==> src/rtl/pair_seq.sv <==
module pair_seq #(
  parameter int W = 8
) (
  input  logic         clk,
  input  logic         rst_n,
  input  logic         start,
  input  logic [W-1:0] num_atoms,
  input  logic         ready,
  output logic [W-1:0] idx_i,
  output logic [W-1:0] idx_j,
  output logic         i_below_j,
  output logic         row_first,
  output logic         row_last,
  output logic         pair_valid,
  output logic         done
);

  logic [W-1:0] n_q, i_q, k_q;
  logic         busy, done_q;
  logic         k_end, i_end, step;

  assign k_end = (k_q == n_q - W'(2));
  assign i_end = (i_q == n_q - W'(1));
  assign step  = busy && ready;

  always_ff @(posedge clk) begin
    if (!rst_n) begin
      n_q    <= '0;
      i_q    <= '0;
      k_q    <= '0;
      busy   <= 1'b0;
      done_q <= 1'b0;
    end else begin
      done_q <= 1'b0;
      if (!busy) begin
        if (start) begin
          n_q <= num_atoms;
          i_q <= '0;
          k_q <= '0;
          if (num_atoms < W'(2)) done_q <= 1'b1;
          else                   busy   <= 1'b1;
        end
      end else if (step) begin
        if (k_end) begin
          k_q <= '0;
          i_q <= i_q + W'(1);
          if (i_end) begin
            busy   <= 1'b0;
            done_q <= 1'b1;
          end
        end else begin
          k_q <= k_q + W'(1);
        end
      end
    end
  end

  assign idx_i      = i_q;
  assign idx_j      = (k_q >= i_q) ? k_q + W'(1) : k_q;
  assign i_below_j  = (k_q >= i_q);
  assign row_first  = busy && (k_q == '0);
  assign row_last   = busy && k_end;
  assign pair_valid = busy;
  assign done       = done_q;

  assert_no_self_pair_R4: assert property (@(posedge clk) disable iff (!rst_n)
    pair_valid |-> (idx_i != idx_j));

  assert_in_range_R3: assert property (@(posedge clk) disable iff (!rst_n)
    pair_valid |-> (idx_i < n_q && idx_j < n_q));

  assert_order_flag_R5: assert property (@(posedge clk) disable iff (!rst_n)
    pair_valid |-> (i_below_j == (idx_i < idx_j)));

  assert_stall_hold_R7: assert property (@(posedge clk) disable iff (!rst_n)
    (pair_valid && !ready) |=> (pair_valid && $stable(idx_i) && $stable(idx_j)
                                && $stable(row_first) && $stable(row_last)));

  assert_done_single_R8: assert property (@(posedge clk) disable iff (!rst_n)
    done |=> !done);

  assert_done_no_valid_R8: assert property (@(posedge clk) disable iff (!rst_n)
    done |-> !pair_valid);

endmodule

==> config.mk <==
export PLATFORM = sky130hd
export DESIGN_NAME = pair_seq
export DESIGN_NICKNAME = d
export VERILOG_FILES = /design/src/rtl/pair_seq.sv
export SDC_FILE = /design/constraint.sdc
export NUM_CORES = 1
export LEC_CHECK = 0
export CELL_PAD_IN_SITES_DETAIL_PLACEMENT = 0
export CELL_PAD_IN_SITES_GLOBAL_PLACEMENT = 2
export CORE_MARGIN = 4
export CORE_UTILIZATION = 32
export CTS_BUF_LIST = sky130_fd_sc_hd__clkbuf_8
export DETAILED_ROUTE_END_ITERATION = 7
export GPL_ROUTABILITY_DRIVEN = 0
export PLACE_DENSITY = 0.82
export SLEW_MARGIN = 20
export SYNTH_ARGS = -nofsm -noshare
export SYNTH_HDL_FRONTEND = slang
export SYNTH_SLANG_ARGS = --single-unit
==> constraint.sdc <==
create_clock -name clk -period 2.86 [get_ports clk]
set_clock_uncertainty 0.2 [all_clocks]
set_input_delay 0.286 -clock clk [delete_from_list [all_inputs] [get_ports clk]]
set_output_delay 0.286 -clock clk [all_outputs]
set_load 0.01 [all_outputs]
=== Yosys cells after proc, flatten, opt, wreduce, memory -nomap -nowiden ===
Cells that the tools add are included.

* Register bits after elaboration: 26
* Latch bits: 0
* Bits in writable memories: 0
* Memory bits (read-only): 0
* Output and inout bits: 21
* Logic and storage cells: 44
* Memories kept: 0

* $add $sub $neg: 4
* Multiply operators: 0
* Div/mod/pow operators: 0
* Order comparisons: 2
* Equal/unequal tests: 4
* Shifts and indexed selects: 0
* Mux-type cells: 20
* Bitwise operators: 1
* Reductions and logical operators: 8

{| class="wikitable"
|+ Operators by type and width
! cell !! count
|-
| $mux 8 || 8
|-
| $add 8x1->8 const B || 2
|-
| $eq 8x8->1 || 2
|-
| $mux 1 || 12
|-
| $ge 8x8->1 || 1
|-
| $logic_not 8->1 || 1
|-
| $lt 8x2->1 const B || 1
|-
| $sub 8x1->8 const B || 1
|-
| $sub 8x2->8 const B || 1
|-
| $ne 2x1->1 const B || 2
|-
| $reduce_and 2->1 || 2
|-
| $logic_and 1x1->1 || 3
|-
| $reduce_and 3->1 || 1
|-
| $reduce_bool 2->1 || 1
|-
| $not 1->1 || 1
|}

=== Longest topological paths before layout ===
* Depth after elaboration: 6
* Depth in mapped cells: 9
* Mapped depth without buffers: 9

=== Worst setup path after synthesis ===
Ideal clock, no wire load.

* Path kind: register to output
* Start: reg k_q[0]
* End: out idx_j[7]
* Data arrival time: 2.205 ns
* Data required time: 2.374 ns
* Setup slack: 0.169 ns
* Stages on the path, launching flop included: 10
* Path buffers: 0
* Cell sequence: dfxtp_1 > inv_1 > ha_1 > nand2b_1 > a21oi_1 > nor2b_1 > o2111ai_1 > a32oi_1 > nand4_1 > xnor2_1

* Longest elaborated chain between the ends: 2

{| class="wikitable"
|+ Ends and longest elaborated chain
! item !! RTL line !! RTL
|-
| start, declared || 18 || <nowiki>logic [W-1:0] n_q, i_q, k_q;</nowiki>
|-
| start signal, assigned || 52 || <nowiki>k_q <= k_q + W'(1);</nowiki>
|-
| $ge 8x8->1 || n/a ||
|-
| via i_below_j || 11 || <nowiki>output logic i_below_j,</nowiki>
|-
| $mux 8 || 59 || <nowiki>assign idx_j = (k_q >= i_q) ? k_q + W'(1) : k_q;</nowiki>
|-
| end, declared || 10 || <nowiki>output logic [W-1:0] idx_j,</nowiki>
|}

The timed path passes the listed nets, and every way through them passes these cells.

=== Worst setup path after layout ===
* Start: reg k_q[0]
* End: out idx_j[4]

* Longest elaborated chain between the ends: 2

{| class="wikitable"
|+ Ends and longest elaborated chain
! item !! RTL line
|-
| $add 8x1->8 / $ge 8x8->1 (equally long branches) || 59
|-
| $mux 8 (*) || 59
|}

Mark *: on every way between the ends. The rest lies on a longest branch, timed or not.

==> results_dict.tcl <==
set metrics [dict create \
    status "complete, no violations" \
    final_layout_size_suffix_gt1_share_pct 17.5 \
    synth.distinct_cells 40 \
    synth_top_family_by_area "simple AND/OR/NAND/NOR gates" \
    diodes 0 \
    ioPinCount 33 \
    tightestPinTransition_ps 622 \
    ys.flop_type "dfxtp_1" \
    worst_setup_path_start_kind "flop" \
    max_freq_mhz 369 \
    core-area_um2 5920 \
    synth_area_per_cell_um2 7.86 \
    cts_root_buf "clkbuf_8" \
    r2r_cells 10 \
    ys_ff_latch 26 \
    wl_per_cell_um 14.2 \
    maxCapViolCount 0 \
    cts_tree "done" \
    vias_per_cell 4.84 \
    hold_path_class "in -> reg" \
    p_total_w 0.000895 \
    drt_pre_antenna_iters 4 \
    synth_compound_area_share_pct 13.1 \
    async_flop_share_pct 0 \
    htree_levels 1 \
    muxShareOfSynthArea_pct 1.03 \
    stdcell_count 372 \
    antenna_found_initial 0 \
    regToRegSetupSlack_ps 340 \
    ys_seq_area_share_pct 26.8 \
    nets 324 \
    r2r_start "n_q[1]" \
    synthAdderAreaFrac_pct 9.02 \
    cp_max_fo 5 \
    gr-usage-all-layers_pct 15.1 \
    syn_to_final_growth_pct 31.1 \
    wirelength_um 5300 \
    ant_nets 0 \
    power.density_nw_per_um2 352 \
    start_util_pct 32.8 \
    grt_pass1_wl_um 8850 \
    drc 0 \
    grt_pass1_vias 1734 \
    rsz0062_at_grt "true" \
    ir_drop_mv 0.215 \
    grt_max_degree 16 \
    cp.required_ps 2370 \
    synth_area_um2 1940 \
    clock-sinks 26 \
    yosys.area_share.xor_xnor_pct 16.7 \
    placed_cell_area_um2 2480 \
    finalHoldViolations 0 \
    maxSlewHeadroom_pct 58.5 \
    drv_slew 0 \
    fin_crit_ps 2710 \
    rr_endpoint "idx_i[4]" \
    row_count 28 \
    nFillCells 620 \
    synth-simple-area-share_pct 27.1 \
    path_clk_slew_ps 100 \
    setup_viol 0 \
    crit_end "idx_j[4]" \
    clock_latency_ps 280 \
    drt_iter0_markers 41 \
    synth-edff-count 0 \
    period_share_pct 94.8 \
    final_util_pct 43.0 \
    syn_nets 273 \
    critPathCaptureType "output pin" \
    dieArea_um2 7380 \
    vias 1802 \
    hpwl_um 4300 \
    overflow 0 \
    port_buffers 32 \
    placed_cells_incl_taps 367 \
    numCtsBuffers 3 \
    die_height_um 85.9 \
    die_w_um 85.9 \
    crit_start "k_q[0]" \
    arrival_ps 2230 \
    synthCells 247 \
    crit_type "reg -> out" \
    power_leakage_nw 0.999 \
    yosysWarnings 0 \
    clk_path_buf_depth 2 \
    postCtsHoldBufs 0 \
    design_area_um2 2550 \
]
[cell type report]
type | count | area, um2 | area share [%]
multi-input combinational | 194 | 1320 | 51.9
inverter | 14 | 52.6 | 2.06
timing repair buffer | 59 | 484 | 19.0
tap | 75 | 93.8 | 3.69
clock buffer | 3 | 41.3 | 1.62
clock inverter | 1 | 30.0 | 1.18
sequential | 26 | 522 | 20.5
[cell families (layout without fill, tap and decap cells)]
| group | after synthesis | after routing |
|---|---|---|
| buf+inv | 27 | 77 |
| simple gates | 105 | 105 |
| xor+xnor | 37 | 37 |
| mux | 2 | 2 |
| fa+ha+maj | 14 | 14 |
| flops | 26 | 26 |
| compound gates | 36 | 36 |
[placed cells by master (no fill, tap or decap), types with 11 or more instances in the layout]
master	netlist	layout
ha_1	14	14
inv_1	14	14
dfxtp_1	26	25
xnor2_1	24	24
nor2_1	17	17
buf_4	0	27
a21boi_0	11	11
xor2_1	13	13
nand2_1	40	40
clkdlybuf4s50_1	0	22
[what timing repair did]
item / CTS / global route
setup buffers: 0 / 0
resized for setup: 11 / 23
cloned: 0 / 1
setup endpoints to repair: 9 / 9
pin swaps: 0 / 4
[stage by stage]
step | hold slack [ps] | setup slack, ps | setup TNS (ps)
after detailed placement | 355 | 56.3 | 0
after floorplan | 224 | 169 | 0
after global placement | 347 | 111 | 0
after CTS | 355 | 1.72 | 0
after global routing | 377 | -34.5 | -37.2
final | 363 | 148 | 0
[routing by layer]
layer	part of all wire [%]	global-route usage (%)	vias to the layer above
li1	-	-	941
met1	53	21.7	832
met2	44	24.2	27
met3	2.8	2.02	2
met4	0.70	3.02	0
met5	0	0	-
[power by group]
| group | total [W] | switching [W] | internal, W | leakage, nW |
|---|---|---|---|---|
| combinational | 0.000192 | 0.000102 | 0.0000906 | 0.752 |
| clock | 0.000315 | 0.000127 | 0.000188 | 0.0357 |
| sequential | 0.000388 | 0.0000160 | 0.000372 | 0.211 |
| total | 0.000895 | 0.000245 | 0.000650 | 0.999 |
[flip-flops by register name (all words and copies together), names as in the netlist]
register	flops
pair_valid	1
idx_i	8
done	1
n_q	8
k_q	8
[worst max-delay path: stages, from the launching register on]
cell and delay, ps:
dfxtp_2 340, inv_1 70, ha_1 270, nand2b_1 110, a21oi_2 60, nor2b_1 100
o2111ai_1 140, a32oi_2 250, buf_4 180, nand4_1 110, xnor2_1 160, clkbuf_2 150
[worst min path at each step]
stage / startpoint / to / slack (ps) / depth (start not counted)
after CTS: num_atoms[0] / n_q[0] / 360 / 3
after global placement: n_q[7] / n_q[7] / 350 / 2
after global routing: num_atoms[0] / n_q[0] / 380 / 3
final: num_atoms[0] / n_q[0] / 360 / 3
after floorplan: rst_n / idx_i[0] / 220 / 2
after detailed placement: n_q[7] / n_q[7] / 350 / 2
[cells in the mapped netlist (2+ instances only)]
library cell  number  area, um2
o21ai_0            6       30.0
and3_1             5       31.3
buf_2              4       20.0
xnor2_1           24        210
dfxtp_1           26        521
nand2_1           40        150
or4_1              2       15.0
a211oi_1           2       15.0
ha_1              14        175
or3_1              5       31.3
inv_1             14       52.6
a21oi_1            7       35.0
nor2_1            17       63.8
mux2i_1            2       20.0
xor2_1            13        114
nor3_1             3       15.0
buf_6              2       22.5
a21boi_0          11       82.6
nor4_1             4       25.0
nor3_2             2       20.0
nand3_1            8       40.0
nor2b_1            3       18.8
nand2b_1           3       18.8
a31oi_1            3       18.8
o2111ai_1          2       17.5
nand4_1            4       25.0
o22ai_1            2       12.5
clkbuf_1           7       26.3
No activity file was read; power rests on OpenSTA's default activity.
